<file path="src/rtl/sdg_pkg.sv">
package sdg_pkg;

    typedef enum logic {
        SZ_SINGLE = 1'b0,
        SZ_BURST  = 1'b1
    } sdg_size_e;

    typedef struct packed {
        logic      valid;
        sdg_size_e size;
    } sdg_head_t;

    function automatic int unsigned sdg_max(input int unsigned a, input int unsigned b);
        return (a > b) ? a : b;
    endfunction

endpackage

</file>
<file path="src/rtl/sdg_req_queue.sv">
module sdg_req_queue
    import sdg_pkg::*;
#(
    parameter int unsigned DEPTH = 4
) (
    input  logic      clk,
    input  logic      rst,
    input  logic      push_i,
    input  sdg_size_e size_i,
    input  logic      pop_i,
    output sdg_head_t head_o
);
    localparam int unsigned PW = (DEPTH > 1) ? $clog2(DEPTH) : 1;
    localparam int unsigned CW = $clog2(DEPTH + 1);

    sdg_size_e        slots [DEPTH];
    logic [PW-1:0]    rd_ptr_q, wr_ptr_q;
    logic [CW-1:0]    cnt_q;
    logic             full, accept;

    function automatic logic [PW-1:0] bump(input logic [PW-1:0] p);
        return (int'(p) == DEPTH - 1) ? '0 : p + 1'b1;
    endfunction

    assign full   = (cnt_q == CW'(DEPTH));
    assign accept = push_i && !full;

    always_ff @(posedge clk) begin
        if (accept) slots[wr_ptr_q] <= size_i;
    end

    always_ff @(posedge clk) begin
        if (rst) begin
            rd_ptr_q <= '0;
            wr_ptr_q <= '0;
            cnt_q    <= '0;
        end else begin
            if (accept) wr_ptr_q <= bump(wr_ptr_q);
            if (pop_i)  rd_ptr_q <= bump(rd_ptr_q);
            case ({accept, pop_i})
                2'b10:   cnt_q <= cnt_q + 1'b1;
                2'b01:   cnt_q <= cnt_q - 1'b1;
                default: cnt_q <= cnt_q;
            endcase
        end
    end

    assign head_o.valid = (cnt_q != '0);
    assign head_o.size  = slots[rd_ptr_q];

    p_no_overflow_r8: assert property (@(posedge clk) disable iff (rst)
        cnt_q <= CW'(DEPTH));

    p_pop_nonempty_r7: assert property (@(posedge clk) disable iff (rst)
        pop_i |-> (cnt_q != '0));

endmodule

</file>
<file path="src/rtl/sdg_rr_pick.sv">
module sdg_rr_pick #(
    parameter int unsigned NUM_M = 4
) (
    input  logic             clk,
    input  logic             rst,
    input  logic [NUM_M-1:0] valid_i,
    input  logic             fire_i,
    output logic [NUM_M-1:0] gnt_o
);
    localparam int unsigned IW = (NUM_M > 1) ? $clog2(NUM_M) : 1;

    logic [IW-1:0] ptr_q;
    logic [IW-1:0] win_idx;
    logic          found;

    always_comb begin
        int idx;
        gnt_o   = '0;
        found   = 1'b0;
        win_idx = '0;
        for (int k = 0; k < NUM_M; k++) begin
            idx = (int'(ptr_q) + k) % NUM_M;
            if (!found && valid_i[idx]) begin
                found   = 1'b1;
                win_idx = IW'(idx);
                gnt_o[idx] = fire_i;
            end
        end
    end

    always_ff @(posedge clk) begin
        if (rst) begin
            ptr_q <= '0;
        end else if (found && fire_i) begin
            if (int'(win_idx) == NUM_M - 1) ptr_q <= '0;
            else                           ptr_q <= win_idx + 1'b1;
        end
    end

    p_gnt_needs_req_r2: assert property (@(posedge clk) disable iff (rst)
        ((gnt_o & ~valid_i) == '0));

endmodule

</file>
<file path="src/rtl/sdg_tenure_timer.sv">
module sdg_tenure_timer
    import sdg_pkg::*;
#(
    parameter int unsigned SHORT_BEATS = 1,
    parameter int unsigned LONG_BEATS  = 4,
    parameter int unsigned MIN_GAP     = 2
) (
    input  logic      clk,
    input  logic      rst,
    input  logic      start_i,
    input  sdg_size_e size_i,
    output logic      ready_o
);
    localparam int unsigned SPAN_S   = sdg_max(SHORT_BEATS, MIN_GAP);
    localparam int unsigned SPAN_L   = sdg_max(LONG_BEATS, MIN_GAP);
    localparam int unsigned SPAN_MAX = sdg_max(SPAN_S, SPAN_L);
    localparam int unsigned HW       = $clog2(SPAN_MAX);

    logic [HW-1:0] gap_left_q;

    always_ff @(posedge clk) begin
        if (rst) begin
            gap_left_q <= '0;
        end else if (start_i) begin
            gap_left_q <= (size_i == SZ_BURST) ? HW'(SPAN_L - 1) : HW'(SPAN_S - 1);
        end else if (gap_left_q != '0) begin
            gap_left_q <= gap_left_q - 1'b1;
        end
    end

    assign ready_o = (gap_left_q == '0);

    p_start_when_idle_r5: assert property (@(posedge clk) disable iff (rst)
        start_i |-> (gap_left_q == '0));

endmodule

</file>
<file path="src/rtl/sdg_grant_gen.sv">
module sdg_grant_gen
    import sdg_pkg::*;
#(
    parameter int unsigned NUM_M       = 4,
    parameter int unsigned QDEPTH      = 4,
    parameter int unsigned SHORT_BEATS = 1,
    parameter int unsigned LONG_BEATS  = 4
) (
    input  logic             clk,
    input  logic             rst,
    input  logic [NUM_M-1:0] ts_i,
    input  logic [NUM_M-1:0] addr_only_i,
    input  logic [NUM_M-1:0] burst_i,
    output logic [NUM_M-1:0] grant_o,
    output logic             err_o
);
    localparam int unsigned MIN_GAP = 2;

    sdg_head_t        heads [NUM_M];
    logic [NUM_M-1:0] pending;
    logic             bus_ready;
    logic             any_grant;
    sdg_size_e        grant_size;
    logic             prev_grant_q;

    for (genvar g = 0; g < NUM_M; g++) begin : g_queue
        sdg_req_queue #(.DEPTH(QDEPTH)) u_queue (
            .clk    (clk),
            .rst    (rst),
            .push_i (ts_i[g] && !addr_only_i[g]),
            .size_i (sdg_size_e'(burst_i[g])),
            .pop_i  (grant_o[g]),
            .head_o (heads[g])
        );
        assign pending[g] = heads[g].valid;
    end

    sdg_rr_pick #(.NUM_M(NUM_M)) u_pick (
        .clk     (clk),
        .rst     (rst),
        .valid_i (pending),
        .fire_i  (bus_ready),
        .gnt_o   (grant_o)
    );

    always_comb begin
        grant_size = SZ_SINGLE;
        for (int i = 0; i < NUM_M; i++) begin
            if (grant_o[i] && heads[i].size == SZ_BURST) grant_size = SZ_BURST;
        end
    end

    assign any_grant = |grant_o;

    sdg_tenure_timer #(
        .SHORT_BEATS (SHORT_BEATS),
        .LONG_BEATS  (LONG_BEATS),
        .MIN_GAP     (MIN_GAP)
    ) u_timer (
        .clk     (clk),
        .rst     (rst),
        .start_i (any_grant),
        .size_i  (grant_size),
        .ready_o (bus_ready)
    );

    always_ff @(posedge clk) begin
        if (rst) prev_grant_q <= 1'b0;
        else     prev_grant_q <= any_grant;
    end

    assign err_o = (any_grant && prev_grant_q) || ($countones(grant_o) > 1);

    p_onehot_r1: assert property (@(posedge clk) disable iff (rst)
        $onehot0(grant_o));

    p_no_repeat_r1: assert property (@(posedge clk) disable iff (rst)
        any_grant |=> !any_grant);

    p_err_quiet_r9: assert property (@(posedge clk) disable iff (rst)
        !err_o);

endmodule

</file>
<file path="config.mk">
export PLATFORM = sky130hd
export DESIGN_NAME = sdg_grant_gen
export DESIGN_NICKNAME = d
export VERILOG_FILES = /design/src/rtl/sdg_pkg.sv /design/src/rtl/sdg_req_queue.sv /design/src/rtl/sdg_rr_pick.sv /design/src/rtl/sdg_tenure_timer.sv /design/src/rtl/sdg_grant_gen.sv
export SDC_FILE = /design/constraint.sdc
export NUM_CORES = 1
export LEC_CHECK = 0
export BUFFER_PORTS_ARGS = -buffer_cell sky130_fd_sc_hd__buf_4
export CORE_ASPECT_RATIO = 0.7
export CORE_UTILIZATION = 50
export CTS_CLUSTER_SIZE = 8
export DETAILED_ROUTE_END_ITERATION = 10
export PLACE_DENSITY = 0.7
export SYNTH_ARGS = -nofsm -noshare
export SYNTH_HDL_FRONTEND = slang
export SYNTH_SLANG_ARGS = --single-unit
</file>
<file path="constraint.sdc">
create_clock -name clk -period 3.5 [get_ports clk]
set_input_delay 0 -clock clk [delete_from_list [all_inputs] [get_ports clk]]
set_output_delay 0 -clock clk [all_outputs]
set_load 0.01 [all_outputs]
</file>
==> results.sh, run 1 <==
export IMPL_critical_path_class="reg2reg"
export IMPL_cts_buffers=9
export IMPL_fmax_mhz=291.9
export IMPL_antenna_found_initial=0
export IMPL_cp_max_fo=4
export IMPL_avgRoutedWirePerCell_um=13.94
export IMPL_drt_pass1_iterations=4
export IMPL_cp_arrival_ps=3700
export IMPL_finalHoldViolCount=0
export IMPL_synth_avg_cell_area_um2=10.01
export IMPL_drive_gt1_share_pct=21.49
export IMPL_count_of_flip_flops_with_a_built_in_enable_after_synthesis=16
export IMPL_root_buffer="sky130_fd_sc_hd__clkbuf_8"
export IMPL_timing_critical_path_from_type="register"
export IMPL_drt_iter0_markers=157
export IMPL_insertion_delay_ps=340
export IMPL_mappedNetlistArea_um2=3352
export IMPL_placeableCoreArea_um2=6336
export IMPL_synth_yosys_warnings=0
export IMPL_dp_final_hpwl_um=4797
export IMPL_setup_worst_path_end_class="register"
export IMPL_number_of_max_capacitance_violations_reported=0
export IMPL_initial_core_utilization_pct=52.90
export IMPL_clk_path_buf_depth=2
export IMPL_totalWireLength_um=6522
export IMPL_synth_top_family_by_area="simple AND/OR/NAND/NOR gates"
export IMPL_clock_sinks=57
export IMPL_slew_violations=0
export IMPL_htree_num_levels=3
export IMPL_die_area_um2=7041
export IMPL_synth_simple_gate_area_share_pct=16.35
export IMPL_irDropWorstVdd_mv=0.5003
export IMPL_finalClockSkew_ps=7.168
export IMPL_dieWidth_um=99.86
export IMPL_cts_tree="built"
export IMPL_port_buffer_count=18
export IMPL_adder_cell_area_share_of_the_yosys_netlist_pct=15.30
export IMPL_ys_seq_area_share_pct=38.82
export IMPL_grt_overflow_total=0
export IMPL_fill_cells=535
export IMPL_synthesis_nets=387
export IMPL_via_count_of_the_first_global_routing_pass=2389
export IMPL_grt_max_degree=36
export IMPL_ratio_of_total_power_to_cell_area_nw_per_um2=933.6
export IMPL_wire_length_of_the_first_global_routing_pass_um=11170
export IMPL_grt_use_total_pct=20.79
export IMPL_die_height_um=70.51
export IMPL_areaGrowthSynthToFinish_pct=19.00
export IMPL_layoutNonFillerInstCount=468
export IMPL_path_clk_slew_ps=60
export IMPL_slew_headroom_pct=50.24
export IMPL_rows=24
export IMPL_synth_seq_cells=57
export IMPL_detailroute_via_count=2496
export IMPL_synth_compound_area_share_pct=13.33
export IMPL_synth_xor_xnor_area_share_pct=2.352
export IMPL_placedCellCount=445
export IMPL_period_share_pct=97.87
export IMPL_async_flop_share_pct=0
export IMPL_n_antenna_cell=0
export IMPL_drt_vias_per_instance=5.333
export IMPL_final_period_minus_worst_setup_slack_ps=3426
export IMPL_synth_cells=335
export IMPL_antenna_left=0
export IMPL_placed_area_um2=3687
export IMPL_synth_main_ff_cell="sky130_fd_sc_hd__dfxtp_1"
export IMPL_outcome="finished, final reports clean"
export IMPL_remaining_drc_errors=0
export IMPL_io_pin_count=19
export IMPL_place_congestion=0.9069
export IMPL_yosys_mux_area_fraction_pct=7.242
export IMPL_max_slew_worst_pin_slew_ps=741.3
export IMPL_min_path_type="in2reg"
export IMPL_setup_viol=0
export IMPL_crit_required_ps=3770
export IMPL_post_synth_num_cell_types=50
export IMPL_num_nets_final=424
export IMPL_static_leakage_power_nw=1.568
export IMPL_stdcell_area_um2=3989
-- critical path, stage by stage (launching register included) --
cell	delay [ps]
sky130_fd_sc_hd__dfxtp_2	340
sky130_fd_sc_hd__or4b_4	560
sky130_fd_sc_hd__a2111o_1	510
sky130_fd_sc_hd__a2111oi_4	420
sky130_fd_sc_hd__a221o_1	330
sky130_fd_sc_hd__ha_4	170
sky130_fd_sc_hd__inv_1	40
sky130_fd_sc_hd__fa_1	370
sky130_fd_sc_hd__xor2_1	160
sky130_fd_sc_hd__or3_1	310
sky130_fd_sc_hd__a21oi_1	150
-- Yosys cell counts (all sizes together), types with 5 or more instances --
master  count  share of area, %
ha         33                12
dfxtp      41                24
edfxtp     16                14
o21ai       8               1.2
inv        34               3.8
xor2        9               2.4
and2       20               3.7
mux2i      13               3.9
mux4        5               3.4
nor4        5              0.93
buf        10               2.2
clkbuf      5              0.56
a21oi      22               3.3
fa          5               3.0
nor2       39               4.4
nand2       7              0.78
nor3        8               1.3
or3         7               1.3
-- final timing paths --
path / startpoint / end / depth (start not counted) / slack [ps]
hold reg to reg: g_queue[0].u_queue.rd_ptr_q[1] / g_queue[0].u_queue.rd_ptr_q[1] / 2 / 520
hold / removal: addr_only_i[2] / g_queue[2].u_queue.wr_ptr_q[1] / 4 / 50
setup reg to reg: g_queue[1].u_queue.cnt_q[2] / g_queue[2].u_queue.cnt_q[2] / 10 / 70
setup / recovery: g_queue[1].u_queue.cnt_q[2] / g_queue[2].u_queue.cnt_q[2] / 10 / 70
-- routing by layer --
metal  global-route usage (%)  up-vias  wire length (um)
met5                        0        -                 0
met4                    6.699        0                58
met3                    8.008        6               395
met2                    30.96       63              2787
met1                    27.86     1172              3280
li1                         -     1255                 -
-- stage by stage --
| step | power, mW | TNS (ps) | utilization, % | hold slack (ps) | setup WS (ps) |
|---|---|---|---|---|---|
| finish | 3.724 | 0 | 62.95 | 47.05 | 74.39 |
| global route | 4.017 | -52.57 | 62.95 | 73.08 | -21.67 |
| CTS | 3.598 | 0 | 61.81 | 42.06 | 16.37 |
| detailed placement | 2.975 | 0 | 58.20 | 205.5 | 63.24 |
| global placement | 2.940 | 0 | 58.20 | 203.6 | 121.1 |
| floorplan | 2.501 | -22.90 | - | 98.87 | -22.90 |
-- final cells by class --
type	count	area, um2	share of cell area, %
Multi-Input combinational cell	229	1931	48.40
Clock inverter	3	40.04	1.004
Tap cell	91	113.9	2.854
Timing Repair Buffer	41	317.8	7.967
Sequential cell	57	1306	32.75
Clock buffer	13	148.9	3.733
Inverter	34	131.4	3.294
-- cell families after synthesis --
group | Yosys count
muxes | 18
and+or+nand+nor | 103
buffers and inverters | 49
AOI/OAI and AO/OA | 61
adders and majority gates | 38
xor gates and xnor gates | 9
DFF | 57
-- placed cells by master, fill, tap and decap left out, drive strengths merged, types with 7 or more instances in the layout --
master	Yosys	final
a21oi	22	22
and2	20	20
buf	10	37
clkbuf	5	13
dfxtp	41	41
edfxtp	16	16
ha	33	33
inv	34	33
mux2i	13	13
nand2	7	7
nor2	39	39
nor3	8	8
o21ai	8	8
or3	7	7
xor2	9	9
-- report_power, final --
part	switching (mW)	leakage [nW]	internal [mW]
registers	0.106	0.481	0.812
logic	1.17	0.989	1.04
clock network	0.250	0.0974	0.346
-- timing repair --
item / CTS / global route
hold buffers: 4 / 0
hold endpoints to repair: 16 / 0
setup buffers: 0 / 3
setup endpoints to repair: 0 / 6
resized for setup: 0 / 12
Power figures use the tool's default switching activity.
==> run 2, diff against run 1 <==
Settings changed: REMOVE_ABC_BUFFERS set to 1.
==> run 2 against run 1 <==
Die area unchanged; first-iteration DRC count increased by 77%; count of clock-buffer cells in the layout decreased by 2; highest routed layer unchanged; clock power decreased by 2%; sequential power about the same; core utilization increased by 1.9 points; cell count increased by 3.0%; fmax decreased by 1.9%; register-to-register slack got worse by 30 ps; critical path type is now reg2out.
==> results.sh, run 2 (same netlist as run 1, synthesis figures left out) <==
export IMPL_clk_path_buf_depth=2
export IMPL_worst_r2r_setup_slack_ps=40
export IMPL_antenna_found_initial=0
export IMPL_cp_num_buf_inv=3
export IMPL_path_clk_slew_ps=60
export IMPL_setup_tns_final_ps=0
export IMPL_htree_num_levels=3
export IMPL_setup_worst_path_end_class="primary output"
export IMPL_drt_pass1_iterations=5
export IMPL_number_of_max_capacitance_violations_reported=0
export IMPL_io_pin_count=19
export IMPL_path_delay_family="compound AO/OA/AOI/OAI gates"
export IMPL_grt_overflow_total=0
export IMPL_cp_arrival_ps=3490
export IMPL_drt_vias_per_instance=5.411
export IMPL_period_share_pct=99.78
export IMPL_num_nets_final=439
export IMPL_placedCellCount=453
export IMPL_final_period_minus_worst_setup_slack_ps=3492
export IMPL_ratio_of_total_power_to_cell_area_nw_per_um2=941.3
export IMPL_wire_length_of_the_first_global_routing_pass_um=11390
export IMPL_place_congestion=0.9669
export IMPL_initial_core_utilization_pct=52.90
export IMPL_fmax_mhz=286.3
export IMPL_critPathSlowestCell="sky130_fd_sc_hd__or4b_4"
export IMPL_dp_final_hpwl_um=5032
export IMPL_slew_violations=0
export IMPL_irDropWorstVdd_mv=0.5139
export IMPL_drt_iter0_markers=278
export IMPL_cts_buffers=9
export IMPL_grt_max_degree=36
export IMPL_clock_sinks=57
export IMPL_critical_path_class="reg2out"
export IMPL_min_path_type="in2reg"
export IMPL_placeableCoreArea_um2=6336
export IMPL_most_common_cell_on_crit_path="sky130_fd_sc_hd__buf_4"
export IMPL_timing_critical_path_from_type="register"
export IMPL_rows=24
export IMPL_layoutNonFillerInstCount=482
export IMPL_cts_tree="built"
export IMPL_via_count_of_the_first_global_routing_pass=2398
export IMPL_fin_hold_ws_ps=68.97
export IMPL_avgRoutedWirePerCell_um=14.68
export IMPL_cp_max_fo=4
export IMPL_design_power_total_mw=3.869
export IMPL_outcome="finished, final reports clean"
export IMPL_detailroute_via_count=2608
export IMPL_totalWireLength_um=7078
export IMPL_die_height_um=70.51
export IMPL_placed_area_um2=3687
export IMPL_port_buffer_count=18
export IMPL_static_leakage_power_nw=1.647
export IMPL_slowest_delay_ps=520
export IMPL_areaGrowthSynthToFinish_pct=22.62
export IMPL_finalHoldViolCount=0
export IMPL_max_slew_worst_pin_slew_ps=746.6
export IMPL_die_area_um2=7041
export IMPL_cp_cell_sequence="or4b_4 > a2111o_1 > a2111oi_2 > buf_4 > o31a_1 > buf_6 > fa_1 > a21oi_1 > o21bai_1 > buf_4"
export IMPL_dieWidth_um=99.86
export IMPL_n_antenna_cell=0
export IMPL_final_cell_mix="sky130_fd_sc_hd__buf_4, sky130_fd_sc_hd__nor2_1, sky130_fd_sc_hd__dfxtp_1"
export IMPL_root_buffer="sky130_fd_sc_hd__clkbuf_8"
export IMPL_insertion_delay_ps=330
export IMPL_slew_headroom_pct=49.89
export IMPL_grt_setup_unrepaired="true"
export IMPL_remaining_drc_errors=0
export IMPL_grt_use_total_pct=21.09
export IMPL_drive_gt1_share_pct=27.11
export IMPL_antenna_left=0
export IMPL_stdcell_area_um2=4110
export IMPL_final_common_cell="sky130_fd_sc_hd__buf_4"
export IMPL_crit_required_ps=3500
export IMPL_setup_viol=0
export IMPL_finalClockSkew_ps=5.458
-- run 2: per-stage QoR --
stage          util (%)  setup WS (ps)
6_report          64.87          7.638
5_1_grt           64.87         -80.51
4_1_cts           62.40          6.453
3_5_place_dp      58.20         -80.44
3_3_place_gp      58.20          11.86
2_1_floorplan         -         -371.8
-- run 2: area by class of cell --
class                           count  area, um2
Clock buffer                       11      141.4
Clock inverter                      4      43.79
Timing Repair Buffer               56      437.9
Sequential cell                    57       1309
Multi-Input combinational cell    229       1937
Tap cell                           91      113.9
Inverter                           34      127.6
Fill cell                         518       2226
-- run 2: path summary, 6_finish.rpt --
kind,from,end,cells after the start
worst max-delay path,g_queue[1].u_queue.cnt_q[2],err_o,10
worst min-delay path,addr_only_i[3],g_queue[3].u_queue.wr_ptr_q[1],4
worst min register to register,g_queue[2].u_queue.rd_ptr_q[1],register,2
worst max register to register,g_queue[1].u_queue.cnt_q[2],g_queue[2].u_queue.cnt_q[2],11
-- run 2: tightest hold or removal path, cell delays in order --
cell and delay [ps]:
sky130_fd_sc_hd__buf_4 80, sky130_fd_sc_hd__a311oi_1 80, sky130_fd_sc_hd__mux2i_1 140, sky130_fd_sc_hd__nor2_1 70
-- run 2: repair_timing --
action | 4_1_cts | 5_1_grt
cloned | 0 | 0
gates resized for setup | 7 | 28
pin swaps | 2 | 18
endpoints found under the setup margin | 5 | 5
buffers inserted | 1 | 10
hold endpoints to repair | 16 | 0
hold buffers | 4 | 0
-- run 2: report_power, final --
part	switching [mW]	internal [mW]	leakage, nW	total, mW
registers	0.103	0.814	0.482	0.917
clock network	0.246	0.339	0.0966	0.585
logic	1.23	1.13	1.07	2.37
-- run 2: per-layer routing --
layer | track usage, % | share of wire [%]
met5 | 0 | 0
met1 | 28.78 | 47
met4 | 6.863 | 1.1
met3 | 5.305 | 5.7
met2 | 32.87 | 46
